==> src/rtl/bmsPkg.sv <==
package bmsPkg;

  typedef struct packed {
    logic capture;
    logic advance;
    logic clear;
  } bmsStrobe_t;

  typedef enum logic [1:0] {
    FAULT_NONE  = 2'd0,
    FAULT_PRIV  = 2'd1,
    FAULT_ALIGN = 2'd2
  } bmsFault_e;

  typedef enum logic [0:0] {
    SEQ_IDLE  = 1'b0,
    SEQ_ISSUE = 1'b1
  } bmsState_e;

endpackage

==> src/rtl/bmsFaultPick.sv <==
module bmsFaultPick
  import bmsPkg::*;
#(
  parameter int ALIGN_BITS = 6
) (
  input  logic [ALIGN_BITS-1:0] sumLow,
  input  logic                  privFault,
  output bmsFault_e             code
);
  // Alignment has the higher priority.
  always_comb begin
    if (|sumLow)        code = FAULT_ALIGN;
    else if (privFault) code = FAULT_PRIV;
    else                code = FAULT_NONE;
  end
endmodule

==> src/rtl/bmsDatapath.sv <==
module bmsDatapath
  import bmsPkg::*;
#(
  parameter int ADDR_W     = 64,
  parameter int REG_W      = 5,
  parameter int IMM_W      = 13,
  parameter int STEPS      = 8,
  parameter int STEP_BYTES = 8,
  parameter int ALIGN_BITS = 6,
  localparam int STEP_W    = $clog2(STEPS)
) (
  input  logic              clk,
  input  logic              rst,
  input  bmsStrobe_t        strobe,
  input  logic              instIsStore,
  input  logic              instUseImm,
  input  logic [ADDR_W-1:0] instBase,
  input  logic [ADDR_W-1:0] instSecond,
  input  logic [IMM_W-1:0]  instImm,
  input  logic [REG_W-1:0]  instRegBase,
  input  logic              instPrivFault,
  output logic              faultHit,
  output logic [1:0]        faultCode,
  output logic              stepIsLast,
  output logic [ADDR_W-1:0] reqAddr,
  output logic [REG_W-1:0]  reqReg,
  output logic              reqIsStore,
  output logic              reqFirst,
  output logic              reqLast
);
  logic [ADDR_W-1:0] immExt;
  logic [ADDR_W-1:0] inSum;
  logic [ADDR_W-1:0] baseSum;
  logic [REG_W-1:0]  regBase;
  logic              isStore;
  logic [STEP_W-1:0] step;
  bmsFault_e         faultNow;
  bmsFault_e         faultHeld;

  assign immExt = {{(ADDR_W-IMM_W){instImm[IMM_W-1]}}, instImm};
  assign inSum  = instBase + (instUseImm ? immExt : instSecond);

  bmsFaultPick #(.ALIGN_BITS(ALIGN_BITS)) i_faultPick (
    .sumLow   (inSum[ALIGN_BITS-1:0]),
    .privFault(instPrivFault),
    .code     (faultNow)
  );

  assign faultHit = (faultNow != FAULT_NONE);

  always_ff @(posedge clk) begin
    if (rst) begin
      baseSum   <= '0;
      regBase   <= '0;
      isStore   <= 1'b0;
      faultHeld <= FAULT_NONE;
    end else if (strobe.capture) begin
      baseSum   <= inSum;
      regBase   <= instRegBase;
      isStore   <= instIsStore;
      faultHeld <= faultNow;
    end
  end

  always_ff @(posedge clk) begin
    if (rst || strobe.capture || strobe.clear) step <= '0;
    else if (strobe.advance)                   step <= step + 1'b1;
  end

  assign stepIsLast = (step == STEP_W'(STEPS-1));
  assign reqAddr    = baseSum + ADDR_W'(step) * ADDR_W'(STEP_BYTES);
  assign reqReg     = regBase + REG_W'(step);
  assign reqIsStore = isStore;
  assign reqFirst   = (step == '0);
  assign reqLast    = stepIsLast;
  assign faultCode  = faultHeld;
endmodule

==> src/rtl/bmsCtrl.sv <==
module bmsCtrl
  import bmsPkg::*;
(
  input  logic       clk,
  input  logic       rst,
  input  logic       instValid,
  input  logic       reqReady,
  input  logic       faultHit,
  input  logic       stepIsLast,
  output logic       instReady,
  output logic       reqValid,
  output logic       faultValid,
  output bmsStrobe_t strobe
);
  bmsState_e state;
  bmsState_e stateNext;
  logic      faultNext;

  always_comb begin
    stateNext = state;
    strobe    = '0;
    faultNext = 1'b0;
    unique case (state)
      SEQ_IDLE: begin
        if (instValid) begin
          strobe.capture = 1'b1;
          if (faultHit) faultNext = 1'b1;
          else          stateNext = SEQ_ISSUE;
        end
      end
      SEQ_ISSUE: begin
        if (reqReady) begin
          if (stepIsLast) begin
            strobe.clear = 1'b1;
            stateNext    = SEQ_IDLE;
          end else begin
            strobe.advance = 1'b1;
          end
        end
      end
      default: stateNext = SEQ_IDLE;
    endcase
  end

  always_ff @(posedge clk) begin
    if (rst) begin
      state      <= SEQ_IDLE;
      faultValid <= 1'b0;
    end else begin
      state      <= stateNext;
      faultValid <= faultNext;
    end
  end

  assign instReady = (state == SEQ_IDLE);
  assign reqValid  = (state == SEQ_ISSUE);
endmodule

==> src/rtl/blockMemSeq.sv <==
module blockMemSeq
  import bmsPkg::*;
#(
  parameter int ADDR_W     = 64,
  parameter int REG_W      = 5,
  parameter int STEPS      = 8,
  parameter int STEP_BYTES = 8,
  parameter int ALIGN_BITS = 6
) (
  input  logic              clk,
  input  logic              rst,
  input  logic              instValid,
  output logic              instReady,
  input  logic              instIsStore,
  input  logic              instUseImm,
  input  logic [ADDR_W-1:0] instBase,
  input  logic [ADDR_W-1:0] instSecond,
  input  logic [12:0]       instImm,
  input  logic [REG_W-1:0]  instRegBase,
  input  logic              instPrivFault,
  output logic              reqValid,
  input  logic              reqReady,
  output logic [ADDR_W-1:0] reqAddr,
  output logic [REG_W-1:0]  reqReg,
  output logic              reqIsStore,
  output logic              reqFirst,
  output logic              reqLast,
  output logic              faultValid,
  output logic [1:0]        faultCode
);
  bmsStrobe_t strobe;
  logic       faultHit;
  logic       stepIsLast;

  bmsCtrl i_ctrl (
    .clk       (clk),
    .rst       (rst),
    .instValid (instValid),
    .reqReady  (reqReady),
    .faultHit  (faultHit),
    .stepIsLast(stepIsLast),
    .instReady (instReady),
    .reqValid  (reqValid),
    .faultValid(faultValid),
    .strobe    (strobe)
  );

  bmsDatapath #(
    .ADDR_W    (ADDR_W),
    .REG_W     (REG_W),
    .IMM_W     (13),
    .STEPS     (STEPS),
    .STEP_BYTES(STEP_BYTES),
    .ALIGN_BITS(ALIGN_BITS)
  ) i_datapath (
    .clk          (clk),
    .rst          (rst),
    .strobe       (strobe),
    .instIsStore  (instIsStore),
    .instUseImm   (instUseImm),
    .instBase     (instBase),
    .instSecond   (instSecond),
    .instImm      (instImm),
    .instRegBase  (instRegBase),
    .instPrivFault(instPrivFault),
    .faultHit     (faultHit),
    .faultCode    (faultCode),
    .stepIsLast   (stepIsLast),
    .reqAddr      (reqAddr),
    .reqReg       (reqReg),
    .reqIsStore   (reqIsStore),
    .reqFirst     (reqFirst),
    .reqLast      (reqLast)
  );
endmodule

==> config.mk <==
export PLATFORM = sky130hd
export DESIGN_NAME = blockMemSeq
export DESIGN_NICKNAME = d
export VERILOG_FILES = /design/src/rtl/bmsPkg.sv /design/src/rtl/bmsFaultPick.sv /design/src/rtl/bmsDatapath.sv /design/src/rtl/bmsCtrl.sv /design/src/rtl/blockMemSeq.sv
export SDC_FILE = /design/constraint.sdc
export NUM_CORES = 1
export LEC_CHECK = 0
export ABC_AREA = 1
export BUFFER_PORTS_ARGS = -buffer_cell sky130_fd_sc_hd__buf_4
export CAP_MARGIN = 25
export CORE_MARGIN = 2
export CORE_UTILIZATION = 50
export CTS_BUF_LIST = sky130_fd_sc_hd__clkbuf_8
export DETAILED_ROUTE_END_ITERATION = 7
export PLACE_DENSITY = 0.79
export SYNTH_ARGS = -nofsm -noshare
export SYNTH_HDL_FRONTEND = slang
export SYNTH_SLANG_ARGS = --single-unit
==> constraint.sdc <==
create_clock -name clk -period 3.4 [get_ports clk]
set_clock_uncertainty 0.05 [all_clocks]
set_input_delay 0.17 -clock clk [delete_from_list [all_inputs] [get_ports clk]]
set_output_delay 0.17 -clock clk [all_outputs]
set_load 0.005 [all_outputs]
### After elaboration in Yosys (flattened, before gate mapping)

Index checks and enable logic that the tools add are counted.

| storage, ports and cells | value |
|---|---|
| bits of input ports | 153 |
| output and inout bits | 77 |
| bits in registers | 77 |
| word-level logic and storage cells | 34 |

| operators by class | value |
|---|---|
| bitwise gates (word level) | 2 |
| reduce and logical (&&, ||, !) cells | 6 |
| add/subtract/negate cells | 4 |
| equality and inequality tests | 1 |
| multiplexer cells | 14 |

Operators by type and width:

| cell | number |
|---|---|
| $add A64 B6 Y64 | 1 |
| $add A64 B64 Y64 | 1 |
| $mux W64 | 1 |
| $mux W1 | 9 |
| $mux W2 | 3 |
| $reduce_or A6 Y1 | 1 |
| $add A5 B3 Y5 | 1 |
| $add A3 B1 Y3 const B | 1 |
| $eq A3 B3 Y1 const B | 1 |
| $logic_not A3 Y1 | 1 |
| $reduce_or A3 Y1 | 1 |
| $logic_or A1 B1 Y1 | 2 |
| $not A1 Y1 | 2 |
| $pmux W1 S2 | 1 |
| $reduce_bool A2 Y1 | 1 |

### Logic depth before layout (Yosys ltp)

Gate-level depths: netlist of run 1.

| depth | value |
|---|---|
| depth after elaboration | 8 |
| mapped depth | 19 |
| depth with buffers taken out | 18 |

### Cells and area by module

Synthesis of run 1 repeated with hierarchy kept, for this count alone.

| unflattened totals | value |
|---|---|
| cell total of the unflattened synthesis | 2145 |
| area, all modules | 11407.2 um2 |

Modules (own cells, without submodules):

| module | seq. area each (um2) | cells each | instances | area an instance (um2) |
|---|---|---|---|---|
| bmsDatapath | 1501.4 | 2124 | 1 | 11270.8 |
| bmsCtrl | 40.0 | 15 | 1 | 105.1 |
| bmsFaultPick | 0.0 | 6 | 1 | 31.3 |

### Worst setup path after synthesis of run 1

Ideal clock, no wire load.

| timing | value |
|---|---|
| kind | input-to-reg |
| start point | input port instUseImm |
| end point | register i_datapath.baseSum[27] |
| cell stages on the path | 17 |
| slack | 0.839 ns |
| required time | 3.225 ns |
| setup time | 0.125 ns |
| data arrival time | 2.386 ns |
| buffers on the path | 2 |
| cell sequence | buf_2 buf_1 mux2_2 ha_1 nand2_1 inv_1 nand2_1 nand2_1 inv_1 nand2_1 nand2_1 nand2_1 nand2_1 nand2_1 or2_2 nand3_1 o21ai_0 |

| on the way | value |
|---|---|
| word-level cells in the longest chain between the ends | 2 |

RTL lines:

| element | RTL line | text |
|---|---|---|
| start, declared | blockMemSeq.sv:15 | `input logic instUseImm,` |
| $mux W64 | bmsDatapath.sv:41 | `assign inSum = instBase + (instUseImm ? immExt : instSecond);` |
| $add A64 B64 Y64 | bmsDatapath.sv:41 |  |
| end signal, assigned | bmsDatapath.sv:58 | `baseSum <= inSum;` |
| end, declared | bmsDatapath.sv:33 | `logic [ADDR_W-1:0] baseSum;` |

Every way passes these cells.
A chain may end at the register's enable or synchronous reset.

### Worst setup path in the final report of run 1

| timing | value |
|---|---|
| start point | register i_datapath.step[0] |
| end point | output port reqAddr[61] |

| on the way | value |
|---|---|
| word-level cells in the longest chain between the ends | 1 |

RTL lines:

| element | RTL line | text |
|---|---|---|
| start, declared | bmsDatapath.sv:36 | `logic [STEP_W-1:0] step;` |
| start signal, assigned | bmsDatapath.sv:67 | `else if (strobe.advance) step <= step + 1'b1;` |
| $add A64 B6 Y64 | bmsDatapath.sv:71 | `assign reqAddr = baseSum + ADDR_W'(step) * ADDR_W'(STEP_BYTES);` |
| end, declared | blockMemSeq.sv:23 | `output logic [ADDR_W-1:0] reqAddr,` |

Every way passes these cells.

==> summary.txt, run 1 <==
Outcome
  – Outcome: finished clean

Synthesis
  – Post-synth EDFFs: 0
  – Yosys warning count: 0
  – Cell Area, Synth: 10970 um2
  – Library cells used by synthesis: 38
  – Post-Syn Area per Cell: 5.266 um2
  – Post-synthesis simple-gate area fraction: 44.23%
  – Area fraction in compound gates after synthesis: 8.292%
  – Most common cell in the netlist: nand2_1
  – Top post-synthesis cells by area: nand2_1, inv_1, dfxtp_1, ha_1, nor2_1
  – Synth async-reset ratio: 0%
  – Xor and xnor area share after synthesis: 6.137%
  – Register area share after synthesis: 14.05%
  – Main synth FF type: dfxtp_1
  – Largest family of logic cells by synthesized area: simple AND/OR/NAND/NOR gates
  – Yosys reg bits: 77
  – Net count after synthesis: 2311
  – Mux contribution to synthesized area: 1.232%
  – Adder and majority gate portion of the synthesized area: 8.760%
  – Post-Syn Instances: 2083
  – Cell taking the most area after synthesis: nand2_1
  – Yosys top cell area share: 27.14%
  – Commonest cells post-synth: nand2_1, inv_1, nor2_1, o21ai_0, nand3_1

Timing
  – Final hold violation count: 0
  – Count of final setup violators: 0
  – PnR worst setup slack: 0.2288 ns
  – Final Cycle Share: 93.27%
  – Least-Margin Pin Slew: 0.7233 ns
  – Setup total negative slack: 0 ns
  – Min cycle time layout: 3.171 ns
  – F_max: 315.3 MHz
  – RSZ-0062 raised after global routing: false
  – Worst rel slew slack: 51.73%
  – Fin. max-slew vios: 0

Hold path
  – Worst hold path type: input pin to register

Floorplan
  – Die area: 23140 um2
  – Num rows: 54
  – Top-Level Pins: 230
  – Die Y: 152.1 um
  – Initial Util: 50.58%
  – Core Area: 21690 um2
  – Horiz. Die Dim: 152.1 um

CTS
  – Clock transition at path regs: 0.10 ns
  – Clock Path Buffers: 2
  – CTS resizes: 0
  – Htree depth: 3
  – CTS tree: yes
  – Clock sink count: 77
  – Worst-Skew Late Latency: 0.40 ns
  – CTS root buf: clkbuf_8
  – Cts bufs inserted: 9

Setup path
  – Critical path endpoint category: output port
  – CP Data Arrival Time: 2.95 ns
  – CP Data Required Time: 3.18 ns
  – Worst Setup Path Type: register to output port
  – Startpoint Class: register
  – Critical Path Fanout Max: 6

Global routing
  – Number of global-route vias before repair: 12320
  – GRT overflow: 0
  – Global-route wire length before repair: 63.42 mm
  – Total GRT Usage: 34.03%
  – Largest net degree at the start of global routing: 52
  – Initial antenna violation count: 0

Detailed routing
  – Total number of vias: 13360
  – Drt pass-1 iters: 6
  – Wire per inst: 15.46 um
  – Final ANT Viol Nets: 0
  – WL final: 40.14 mm
  – DRC errors left: 0
  – Initial DRC count: 1057
  – Vias per Instance: 5.146

Placed design
  – Pre-CTS setup slack: 0.3972 ns
  – GPL Wtd Cong: 1.031
  – Post-DP HPWL: 35.21 mm
  – Port Buf Inserts: 229
  – Area after DPL: 13010 um2

Power and ir drop
  – LEAKAGE: 7.837 nW
  – Maximum VDD drop: 0.1772 mV
  – Psw: 1.727 mW
  – Cell internal pwr: 2.008 mW
  – Clock power frac: 18.9%
  – Combinational fraction of design power: 50.6%
  – Switching share of power: 46.23%
  – Power Density: 281.4 nW/um2
  – Sequential share of power: 30.5%
  – Total Power: 3.735 mW

Cells and area
  – Layout area overhead: 21.02%
  – Layout cells sized above 1: 13.16%
  – Final net count: 2540
  – Post-layout instance area: 13280 um2
  – Antenna cells: 0
  – Finished Core Util: 61.21%

Run
  – Max-cap violations: 0
-- sequential cells by signal (all words and copies together) (netlist names) --
register and count:
i_ctrl.faultValid 1, i_ctrl.reqValid 1, i_datapath.baseSum 64, i_datapath.faultCode 2
i_datapath.regBase 5, i_datapath.reqIsStore 1, i_datapath.step 3
-- path summary, 6_finish.rpt --
check / from / end / slack [ns] / cells after the start
setup / recovery: i_datapath.step[0]$_SDFFE_PP0P_ / reqAddr[61] / 0.23 / 13
hold / removal: instValid / i_ctrl.reqValid$_SDFF_PP0_ / 0.07 / 5
setup reg to reg: i_ctrl.reqValid$_SDFF_PP0_ / i_datapath.faultCode[0]$_SDFFE_PP0P_ / 1.26 / 7
hold reg to reg: i_datapath.baseSum[0]$_SDFFE_PP0P_ / i_datapath.baseSum[0]$_SDFFE_PP0P_ / 0.41 / 2
-- metrics by stage --
| step | hold slack [ns] | instances |
|---|---|---|
| 6_report | 0.07261 | 2597 |
| 3_3_place_gp | 0.3274 | 2573 |
| 4_1_cts | 0.05619 | 2597 |
| 5_1_grt | 0.09411 | 2597 |
| 3_5_place_dp | 0.3327 | 2573 |
| 2_1_floorplan | 0.2327 | 2083 |
-- layout make-up --
class	instances	area [um2]
clock buffer	9	123.9
clock inverter	7	62.56
fill	2236	8413
inverter	474	1779
multi-input combinational	1504	7538
sequential	77	1541
tap	280	350.3
timing repair buffer	246	1879
-- cell usage in the layout (no fill, tap or decap), types with 3 or more instances in the layout --
master / netlist / routed
xnor2_1: 22 / 22
inv_6: 0 / 3
nand3b_1: 7 / 7
mux2_2: 12 / 12
nand2_1: 793 / 793
nor3_2: 4 / 4
a22o_1: 4 / 4
buf_4: 3 / 237
a21oi_1: 65 / 65
inv_1: 470 / 470
nor2_4: 6 / 7
nand3_2: 4 / 4
nand4_1: 31 / 31
o21ai_0: 97 / 97
xor2_1: 53 / 53
inv_2: 4 / 4
nor2_2: 5 / 5
nor4_1: 5 / 5
and2_1: 3 / 3
ha_1: 72 / 72
nand3_1: 90 / 90
fa_1: 3 / 3
o22ai_1: 9 / 9
or2_2: 3 / 3
nand2_2: 4 / 4
clkbuf_8: 0 / 9
nor3_1: 41 / 41
nor2_1: 161 / 160
dlygate4sd3_1: 0 / 8
dfxtp_1: 77 / 77
nor4_2: 3 / 3
-- timing repair --
item,4_1_cts,5_1_grt
buffers inserted,0,0
hold buffers,8,0
endpoints found under the hold margin,8,0
-- critical path: stages, from the launching register on --
cell,delay (ns)
dfxtp_1,0.46
ha_1,0.21
inv_1,0.06
fa_1,0.39
nor2_1,0.11
nor2_1,0.07
nor2_2,0.18
nand4_2,0.22
nor2_4,0.18
nand3_2,0.17
nor2_4,0.15
nand2_2,0.07
xnor2_2,0.13
buf_4,0.14
-- per-layer routing --
| layer | part of all wire (%) | GRT usage [%] |
|---|---|---|
| met1 | 45 | 47.09 |
| met2 | 43 | 54.65 |
| met3 | 9.3 | 5.705 |
| met4 | 2.8 | 9.613 |
| met5 | 0 | 0 |
-- cells by family (layout without fill, tap and decap cells) --
logic type / Yosys count / after routing
buf+inv: 502 / 736
compound gates: 176 / 176
fa+ha+maj: 75 / 75
flops: 77 / 77
simple gates: 1165 / 1165
xor+xnor: 76 / 76
mux: 12 / 12
-- power by group through the flow --
stage	logic, mW	registers (mW)	clock network (mW)
CTS	1.85	1.13	0.710
floorplan	1.14	1.10	0
detailed placement	1.84	1.15	0
finish	1.89	1.14	0.704
global route	2.10	1.15	0.742
global placement	1.82	1.15	0
Note: power is estimated with default switching activity, not from simulation.
==> run 2: changes to the inputs <==
ABC_CLOCK_PERIOD_IN_PS = 3400   (was unset)
GPL_TIMING_DRIVEN = 0   (was unset)
==> run 2 against run 1 <==
  * Global-route usage is 0.55 points lower
  * Register-to-register slack worse by 0.23 ns
  * Final cell count is 0.69% higher
  * Power is 0.38% lower
==> summary.txt, run 2 (synthesis results as in run 1) <==
Run
  – Max-cap violations: 0 (unchanged)

Setup path
  – Worst Setup Path Type: register to output port (unchanged)
  – Top Family by Delay on Critical Path: simple AND/OR/NAND/NOR gates (unchanged)
  – CP Data Arrival Time: 2.95 ns (about the same)
  – R2R Setup Slk: 1.03 ns (was 1.26 ns)
  – CP peak stage delay: 0.48 ns (was 0.46 ns)
  – Slowest CP cell: dfxtp_1 (unchanged)
  – CP Data Required Time: 3.18 ns (about the same)
  – Number of buffers and inverters on the critical path: 3 (was 2)
  – Critical path endpoint category: output port (unchanged)
  – CP Cell Sequence: ha_1, inv_1, fa_1, nor2_1, nor2_1, inv_1, nand3_2, nor2_4, nand3_2, nor2_4, nand2_2, nor2_2, xor2_1, buf_4 (was ha_1, inv_1, fa_1, nor2_1, nor2_1, nor2_2, nand4_2, nor2_4, nand3_2, nor2_4, nand2_2, xnor2_2, buf_4)
  – Startpoint Class: register (unchanged)
  – Critical Path Fanout Max: 6 (unchanged)

Floorplan
  – Die Y: 152.1 um (unchanged)
  – Core Area: 21690 um2 (unchanged)
  – Num rows: 54 (unchanged)
  – Top-Level Pins: 230 (unchanged)
  – Horiz. Die Dim: 152.1 um (unchanged)
  – Die area: 23140 um2 (unchanged)
  – Initial Util: 50.58% (unchanged)

Global routing
  – Global-route wire length before repair: 61.82 mm (was 63.42 mm)
  – Initial antenna violation count: 0 (unchanged)
  – Total GRT Usage: 33.48% (was 34.03%)
  – GRT overflow: 0 (unchanged)
  – Number of global-route vias before repair: 11950 (was 12320)
  – Largest net degree at the start of global routing: 19 (was 52)

Timing
  – Final hold violation count: 0 (unchanged)
  – Worst rel slew slack: 45.36% (was 51.73%)
  – Min cycle time layout: 3.166 ns (was 3.171 ns)
  – Fin. max-slew vios: 0 (unchanged)
  – F_max: 315.9 MHz (was 315.3 MHz)
  – Count of final setup violators: 0 (unchanged)
  – Hold slack: 0.07268 ns (was 0.07261 ns)
  – RSZ-0062 raised after global routing: false (unchanged)
  – Least-Margin Pin Slew: 0.8196 ns (was 0.7233 ns)
  – Final Cycle Share: 93.11% (was 93.27%)
  – Setup total negative slack: 0 ns (unchanged)

Detailed routing
  – Drt pass-1 iters: 5 (was 6)
  – Final ANT Viol Nets: 0 (unchanged)
  – Initial DRC count: 1015 (was 1057)
  – Wire per inst: 15.23 um (was 15.46 um)
  – WL final: 39.83 mm (was 40.14 mm)
  – DRC errors left: 0 (unchanged)
  – Total number of vias: 13120 (was 13360)
  – Vias per Instance: 5.018 (was 5.146)

Placed design
  – GPL Wtd Cong: 1.003 (was 1.031)
  – Placed cells: 2591 (was 2573)
  – Port Buf Inserts: 228 (was 229)
  – Post-DP HPWL: 34.96 mm (was 35.21 mm)

CTS
  – CTS tree: yes (unchanged)
  – Htree depth: 3 (unchanged)
  – Clock Path Buffers: 2 (unchanged)
  – CTS root buf: clkbuf_8 (unchanged)
  – Clock sink count: 77 (unchanged)
  – CTS resizes: 0 (unchanged)
  – Worst-Skew Late Latency: 0.38 ns (was 0.40 ns)
  – Cts bufs inserted: 9 (unchanged)
  – Clock transition at path regs: 0.11 ns (was 0.10 ns)

Power and ir drop
  – Maximum VDD drop: 0.2009 mV (was 0.1772 mV)
  – LEAKAGE: 7.836 nW (was 7.837 nW)
  – Total Power: 3.721 mW (was 3.735 mW)
  – Power Density: 279.4 nW/um2 (was 281.4 nW/um2)

Cells and area
  – Layout cells sized above 1: 12.76% (was 13.16%)
  – Reg with most FFs: i_datapath.baseSum (unchanged)
  – Commonest non-fill, non-tap cell in the layout: nand2_1 (unchanged)
  – Leading registers by flop count: i_datapath.baseSum x64, i_datapath.regBase x5, i_datapath.step x3 (unchanged)
  – Layout area overhead: 21.40% (was 21.02%)
  – Final net count: 2558 (was 2540)
  – Max reg flops: 64 (unchanged)
  – Antenna cells: 0 (unchanged)
  – Finished Core Util: 61.40% (was 61.21%)
  – Fin cells: 2615 (was 2597)
  – Most frequent cells in the layout: nand2_1, inv_1, buf_4, nor2_1, o21ai_0 (unchanged)

Outcome
  – Outcome: finished clean (unchanged)

Hold path
  – Worst hold path type: input pin to register (unchanged)
[run 2: changes by cell type in the layout (fill, tap and decap cells not counted), sizes merged]
cell    change
buf         -1
clkbuf     +19
[run 2: area by class of cell]
class | instances | area, um2
tap | 280 | 350.3
clock inverter | 7 | 81.33
buffer | 28 | 117.6
fill | 2213 | 8372
multi-input combinational | 1504 | 7531
clock buffer | 9 | 123.9
inverter | 474 | 1779
timing repair buffer | 236 | 1792
sequential | 77 | 1541
[run 2: path summary, 6_finish.rpt]
check,endpoint,from,cells past startpoint
worst min-delay path,i_datapath.baseSum[0]$_SDFFE_PP0P_,instBase[0],4
worst max register to register,i_datapath.baseSum[49]$_SDFFE_PP0P_,i_ctrl.reqValid$_SDFF_PP0_,6
worst max-delay path,reqAddr[39],i_datapath.step[0]$_SDFFE_PP0P_,14
worst min register to register,i_datapath.baseSum[1]$_SDFFE_PP0P_,i_datapath.baseSum[1]$_SDFFE_PP0P_,2
[run 2: layer usage]
layer	wire length, um	vias up	track usage [%]
met4	946	0	7.566
met5	0	-	0
met1	17730	5733	46.38
met3	2954	56	2.539
li1	-	6808	-
met2	18200	524	56.93
[run 2: power by group]
group,total (mW),internal (mW),switching [mW]
combinational,1.87,0.724,1.15
sequential,1.12,1.00,0.123
clock,0.724,0.295,0.429
[run 2: through the flow]
step                setup slack [ns]  instance area [um2]
floorplan                     0.8389                10970
global placement           -0.007378                13030
detailed placement          -0.09735                13030
CTS                           0.2664                13320
global route                0.004725                13320
finish                        0.2343                13320
[run 2: what timing repair did]
action,in CTS,in global routing
hold buffers,8,0
endpoints found under the hold margin,8,0
setup buffers,0,0
[run 2: worst register-to-register path, stage by stage (launching register included)]
cell     delay, ns
dfxtp_1       0.35
nor2_1        0.14
nand2_1       0.30
inv_2         0.31
buf_1         0.66
nand3_1       0.36
nand2_1       0.12
